<file path="src/rtl/dgf_pkg.sv">
package dgf_pkg;
  localparam int REG_W      = 32;
  localparam int INTERVAL_W = 20;
  localparam int PORT_W     = 8;

  localparam int ADDR_INTERVAL = 'h08;
  localparam int PORT_BASE     = 'h40;
  localparam int PORT_STRIDE   = 'h10;
  localparam int ENA_OFFSET    = 'h4;

  typedef logic [INTERVAL_W-1:0] interval_t;

  function automatic int ena_addr(input int port);
    return PORT_BASE + port * PORT_STRIDE + ENA_OFFSET;
  endfunction
endpackage

</file>
<file path="src/rtl/dgf_regs.sv">
module dgf_regs
  import dgf_pkg::*;
#(
  parameter int NUM_PORTS = 4,
  parameter int ADDR_W    = 8,
  localparam int CH       = NUM_PORTS * PORT_W
) (
  input  logic              clk,
  input  logic              rst,
  input  logic              wr_en,
  input  logic [ADDR_W-1:0] addr,
  input  logic [REG_W-1:0]  wdata,
  output logic [REG_W-1:0]  rdata,
  output interval_t         interval,
  output logic [CH-1:0]     en_vec
);
  logic [PORT_W-1:0] ena_q [NUM_PORTS];
  logic [REG_W-1:0]  rd_next;
  logic              unused_wdata;

  assign unused_wdata = ^wdata[REG_W-1:INTERVAL_W];

  always_ff @(posedge clk) begin
    if (rst) begin
      interval <= '0;
    end else if (wr_en && addr == ADDR_W'(ADDR_INTERVAL)) begin
      interval <= wdata[INTERVAL_W-1:0];
    end
  end

  for (genvar p = 0; p < NUM_PORTS; p++) begin : g_port
    localparam logic [ADDR_W-1:0] MY_ADDR = ADDR_W'(ena_addr(p));
    always_ff @(posedge clk) begin
      if (rst) begin
        ena_q[p] <= '0;
      end else if (wr_en && addr == MY_ADDR) begin
        ena_q[p] <= wdata[PORT_W-1:0];
      end
    end
    assign en_vec[p*PORT_W +: PORT_W] = ena_q[p];
  end

  always_comb begin
    rd_next = '0;
    if (addr == ADDR_W'(ADDR_INTERVAL)) begin
      rd_next = REG_W'(interval);
    end
    for (int p = 0; p < NUM_PORTS; p++) begin
      if (addr == ADDR_W'(ena_addr(p))) begin
        rd_next = REG_W'(ena_q[p]);
      end
    end
  end

  always_ff @(posedge clk) begin
    if (rst) rdata <= '0;
    else     rdata <= rd_next;
  end
endmodule

</file>
<file path="src/rtl/dgf_chan.sv">
module dgf_chan
  import dgf_pkg::*;
(
  input  logic      clk,
  input  logic      rst,
  input  logic      en,
  input  logic      tick,
  input  interval_t interval,
  input  logic      raw,
  output logic      out
);
  interval_t             cnt;
  logic [INTERVAL_W:0]   cnt_inc;
  logic                  reached;

  assign cnt_inc = {1'b0, cnt} + 1'b1;
  assign reached = cnt_inc >= {1'b0, interval};

  always_ff @(posedge clk) begin
    if (rst) begin
      out <= 1'b0;
      cnt <= '0;
    end else if (!en) begin
      out <= raw;
      cnt <= '0;
    end else if (raw == out) begin
      cnt <= '0;
    end else if (tick) begin
      if (reached) begin
        out <= raw;
        cnt <= '0;
      end else begin
        cnt <= cnt_inc[INTERVAL_W-1:0];
      end
    end
  end
endmodule

</file>
<file path="src/rtl/dgf_top.sv">
module dgf_top
  import dgf_pkg::*;
#(
  parameter int NUM_PORTS = 4,
  parameter int ADDR_W    = 8,
  localparam int CH       = NUM_PORTS * PORT_W
) (
  input  logic              clk,
  input  logic              rst,
  input  logic              reg_wr_en,
  input  logic [ADDR_W-1:0] reg_addr,
  input  logic [31:0]       reg_wdata,
  output logic [31:0]       reg_rdata,
  input  logic              tick_en,
  input  logic [CH-1:0]     raw_in,
  output logic [CH-1:0]     clean_out
);
  interval_t       interval;
  logic [CH-1:0]   en_vec;

  dgf_regs #(.NUM_PORTS(NUM_PORTS), .ADDR_W(ADDR_W)) u_regs (
    .clk     (clk),
    .rst     (rst),
    .wr_en   (reg_wr_en),
    .addr    (reg_addr),
    .wdata   (reg_wdata),
    .rdata   (reg_rdata),
    .interval(interval),
    .en_vec  (en_vec)
  );

  for (genvar c = 0; c < CH; c++) begin : g_chan
    dgf_chan u_chan (
      .clk     (clk),
      .rst     (rst),
      .en      (en_vec[c]),
      .tick    (tick_en),
      .interval(interval),
      .raw     (raw_in[c]),
      .out     (clean_out[c])
    );
  end
endmodule

</file>
<file path="config.mk">
export PLATFORM = sky130hd
export DESIGN_NAME = dgf_top
export DESIGN_NICKNAME = d
export VERILOG_FILES = /design/src/rtl/dgf_pkg.sv /design/src/rtl/dgf_regs.sv /design/src/rtl/dgf_chan.sv /design/src/rtl/dgf_top.sv
export SDC_FILE = /design/constraint.sdc
export NUM_CORES = 2
export LEC_CHECK = 0
export BUFFER_PORTS_ARGS = -buffer_cell sky130_fd_sc_hd__buf_2
export CORE_UTILIZATION = 45
export CTS_BUF_LIST = sky130_fd_sc_hd__clkbuf_4 sky130_fd_sc_hd__clkbuf_8
export DETAILED_ROUTE_END_ITERATION = 16
export GPL_TIMING_DRIVEN = 0
export PLACE_DENSITY = 0.61
export SKIP_LAST_GASP = 1
export SYNTH_ARGS = -nofsm -noshare
export SYNTH_HDL_FRONTEND = slang
export SYNTH_SLANG_ARGS = --single-unit
</file>
<file path="constraint.sdc">
create_clock -name clk -period 4.8 [get_ports clk]
set_clock_uncertainty 0.05 [all_clocks]
set_input_delay 0.48 -clock clk [delete_from_list [all_inputs] [get_ports clk]]
set_output_delay 0.48 -clock clk [all_outputs]
set_load 0.005 [all_outputs]
</file>
==> out/results.tsv <==
metric	value	unit
leading cell types in the layout, fill and taps excluded	sky130_fd_sc_hd__nand2_1 (822), sky130_fd_sc_hd__nand3_1 (729), sky130_fd_sc_hd__dfxtp_1 (711), sky130_fd_sc_hd__ha_1 (672), sky130_fd_sc_hd__a21oi_1 (515)	
multiplexer area fraction after synthesis	0.377	%
Reg-to-Reg Start	g_chan[13].u_chan.cnt[2]	
layout cells sized above 1	7.87	%
fraction of synthesized cell area in xor and xnor cells	9.82	%
ratio of final minimum period to clock period	102	%
Post-Route WL	217000	um
worst-skew pair later-pin latency	0.91	ns
R2R Setup Slk	0.28	ns
effective utilization at floorplan	45.4	%
port buffer count	112	
unrepaired setup endpoints after global routing	true	
headroom to the max-slew limit	-8.00	%
final routed wire length divided by cell count	23.7	um
Endpoint, Worst Hold	u_regs.ena_q[0][2]	
simple-gate share of the synthesized area	27.9	%
type of the most critical hold path	in2reg	
number of flops mapped to enable cells by yosys	32	
Yosys reg bits	744	
share of flip-flops with an asynchronous set or reset after synthesis	0	%
violated checks	capacitance limit, slew limit, setup timing	
Yosys cell types	98	
deepest clock path buffer count	3	
number of top-level pins	140	
Final Cell Area	0.0632	mm^2
Iter 0 DRT Violations	6105	
setup total negative slack	-1.06	ns
die area	0.126	mm^2
crit-path max cell delay	1.18	ns
number of cell instances on the worst register-to-register path	15	
TritonRoute pass-1 iters	8	
layout overhead on the synthesized area	12.7	%
ys flop type	sky130_fd_sc_hd__dfxtp_1	
category of the most critical setup path	in2reg	
critical path arrival	5.69	ns
placed cell areas	0.0593	mm^2
slowest cell on the critical path	sky130_fd_sc_hd__clkbuf_1	
sequential fraction of the synthesis area	27.1	%
CP dominant cell by count	sky130_fd_sc_hd__clkbuf_1	
min-delay src	reg_wr_en	
GP Congestion	0.942	
count of final setup violators	22	
drc violations	0	
required time reported for the critical path endpoint	5.58	ns
IR drop worst, VDD	220	uV
Filler cells	12000	
maximum number of pins on one net before global-route repair	33	
Die Span X	355	um
Clock Sink Count	744	
Synth Cell Area	0.0561	mm^2
area share of fa/ha/maj cells after synthesis	15.0	%
max-cap violations	11	
initial antenna violation count	16	
maximum achievable frequency	204	MHz
CTS tree	done	
half-perimeter wire length after detailed placement	147000	um
average cell area after synthesis	7.96	um^2
GRT Overall Usage	33.2	%
transition time of the tightest slew-check pin	1.62	ns
placeable core region	0.124	mm^2
number of endpoints with negative hold slack in the final report	0	
PnR worst setup slack	-0.107	ns
depth of the CTS H-tree	4	
number of buffers added by the clock tree synthesis step	146	
vias in the first global route	51600	
cell-by-cell trace of the critical path	clkbuf_1 -> inv_1 -> clkbuf_1 -> clkbuf_1 -> clkbuf_1 -> buf_1 -> nand3_1 -> nand2_1	
number of warnings issued by yosys	0	
global-route wire length before repair	320000	um
dominant combinational cell family by area after synthesis	simple AND/OR/NAND/NOR gates	
clock root buffer master	sky130_fd_sc_hd__clkbuf_8	
floorplan die height	355	um
Avg Vias per Cell	6.19	
reg-to-reg endpoint	g_chan[13].u_chan.out	
kind of end point of the critical path	flop	
CP startpoint kind	primary input	
highest fanout seen on the critical path	11	
Std-Cell Rows	129	
number of max-slew violations in the final report	107	
number of cells produced by synthesis	7047	
power density of the placed cells	234	mW/mm^2
total number of vias	56700	
fraction of the mapped netlist area in compound gates	15.8	%
grt total ovfl	0	
most common cell after layout, fill and taps aside	sky130_fd_sc_hd__nand2_1	
number of antenna-violating nets in the routed design	0	
clk slew on worst S/H paths	0.06	ns
minimum clock period after layout	4.91	ns
static leakage	0.0265	uW
net total in the final layout	8136	
result of the run	finished, violations left	
count of cells along the worst hold path	3	
area by class of cell:
| cell class | instances | area (um^2) | share of cell area, % |
|---|---|---|---|
| diodes | 10 | 25.0 | 0.0396 |
| plain buffers | 432 | 1910 | 3.01 |
| clock buffers | 236 | 2950 | 4.67 |
| clock inverters | 35 | 372 | 0.588 |
| inverters | 97 | 412 | 0.651 |
| multi-input cells | 5783 | 38800 | 61.3 |
| flip-flops and latches | 744 | 15200 | 24.1 |
| well taps | 1637 | 2050 | 3.24 |
| repair buffers | 184 | 1540 | 2.43 |
power by group:
| part | internal (uW) | switching (uW) |
|---|---|---|
| Sequential | 6250 | 67.1 |
| Clock | 4200 | 3210 |
| Combinational | 241 | 817 |
metrics by stage:
step	worst slack [ns]	power, uW	util, %	cells	hold WS [ns]
detailed placement	-1.98	7430	47.9	8825	0.410
CTS	0.0170	14800	51.0	9147	0.0690
global placement	-3.52	7420	47.5	8807	0.402
floorplan	1.09	6880	-	7058	0.391
global route	-0.0519	15100	51.1	9149	0.158
finish	-0.107	14800	51.2	9158	0.174
timing repair:
action | CTS | global route
endpoints found under the setup margin | 32 | 111
endpoints found under the hold margin | 85 | 0
cloned | 0 | 0
gates resized for setup | 1 | 27
setup buffers | 0 | 2
pin swaps | 0 | 2
hold buffers | 52 | 0
synthesized netlist by cell type (25+ instances only):
master	instances	area share (%)
sky130_fd_sc_hd__buf_1	33	0.22
sky130_fd_sc_hd__o31ai_1	42	0.56
sky130_fd_sc_hd__nand3_1	729	6.5
sky130_fd_sc_hd__xnor2_1	391	6.1
sky130_fd_sc_hd__a32o_1	32	0.57
sky130_fd_sc_hd__nor3_1	122	1.1
sky130_fd_sc_hd__nor2b_1	41	0.46
sky130_fd_sc_hd__edfxtp_1	32	1.7
sky130_fd_sc_hd__nand3b_1	37	0.50
sky130_fd_sc_hd__inv_1	96	0.64
sky130_fd_sc_hd__dfxtp_1	712	25
sky130_fd_sc_hd__clkbuf_1	320	2.1
sky130_fd_sc_hd__nand2b_1	30	0.33
sky130_fd_sc_hd__a31oi_1	40	0.45
sky130_fd_sc_hd__nand4_1	190	2.1
sky130_fd_sc_hd__buf_2	28	0.25
sky130_fd_sc_hd__buf_4	47	0.63
sky130_fd_sc_hd__a21o_1	104	1.4
sky130_fd_sc_hd__nor3b_1	36	0.48
sky130_fd_sc_hd__a211oi_1	46	0.62
sky130_fd_sc_hd__nand4b_1	43	0.67
sky130_fd_sc_hd__a32oi_1	25	0.39
sky130_fd_sc_hd__and3_1	340	3.8
sky130_fd_sc_hd__o21a_1	25	0.33
sky130_fd_sc_hd__nor2_1	310	2.1
sky130_fd_sc_hd__and2_1	81	0.90
sky130_fd_sc_hd__ha_1	672	15
sky130_fd_sc_hd__nor4_1	108	1.2
sky130_fd_sc_hd__a21oi_1	515	4.6
sky130_fd_sc_hd__o21ai_0	319	2.8
sky130_fd_sc_hd__xor2_1	238	3.7
sky130_fd_sc_hd__a22o_1	45	0.70
sky130_fd_sc_hd__nand2_1	822	5.5
sky130_fd_sc_hd__and4_1	54	0.84
sky130_fd_sc_hd__o211ai_1	45	0.60
kinds of logic (layout without fill, tap and decap cells):
group                    count (synthesis)  count (layout)
XOR/XNOR                               629             629
multiplexers                            20              20
flip-flops                             744             744
AO/OA/AOI/OAI                         1415            1415
AND/OR/NAND/NOR                       3035            3035
buffers and inverters                  531             984
adder cells (fa/ha/maj)                672             672
other                                    1              22
how the worst max path moves through the flow:
stage                                         from                        to  cells past startpoint
final                                      tick_en   g_chan[2].u_chan.cnt[9]                      8
after global routing      g_chan[13].u_chan.cnt[2]     g_chan[13].u_chan.out                     15
after CTS                  g_chan[4].u_chan.cnt[0]  g_chan[4].u_chan.cnt[11]                     15
after detailed placement                       rst        u_regs.ena_q[3][6]                      7
after global placement                         rst        u_regs.ena_q[2][7]                      7
after floorplan            g_chan[3].u_chan.cnt[0]  g_chan[3].u_chan.cnt[13]                     14
flip-flops by register name (all words and copies together) (netlist names):
register           cells
g_chan.u_chan.out     32
u_regs.ena_q          32
u_regs.rdata          20
u_regs.interval       20
g_chan.u_chan.cnt    640
worst max-delay path: cells and delay by family:
family,cells,cell delay (ns)
buf+inv,6,4.83
simple gates,2,0.28
routing by layer:
metal / up-vias / track usage [%] / wire, um
li1: 26600 / - / -
met4: 2 / 16.5 / 11300
met3: 557 / 6.35 / 20600
met5: - / 0 / 13
met1: 27000 / 44.8 / 92800
met2: 2516 / 50.5 / 92200
Power figures use the tool's default switching activity.
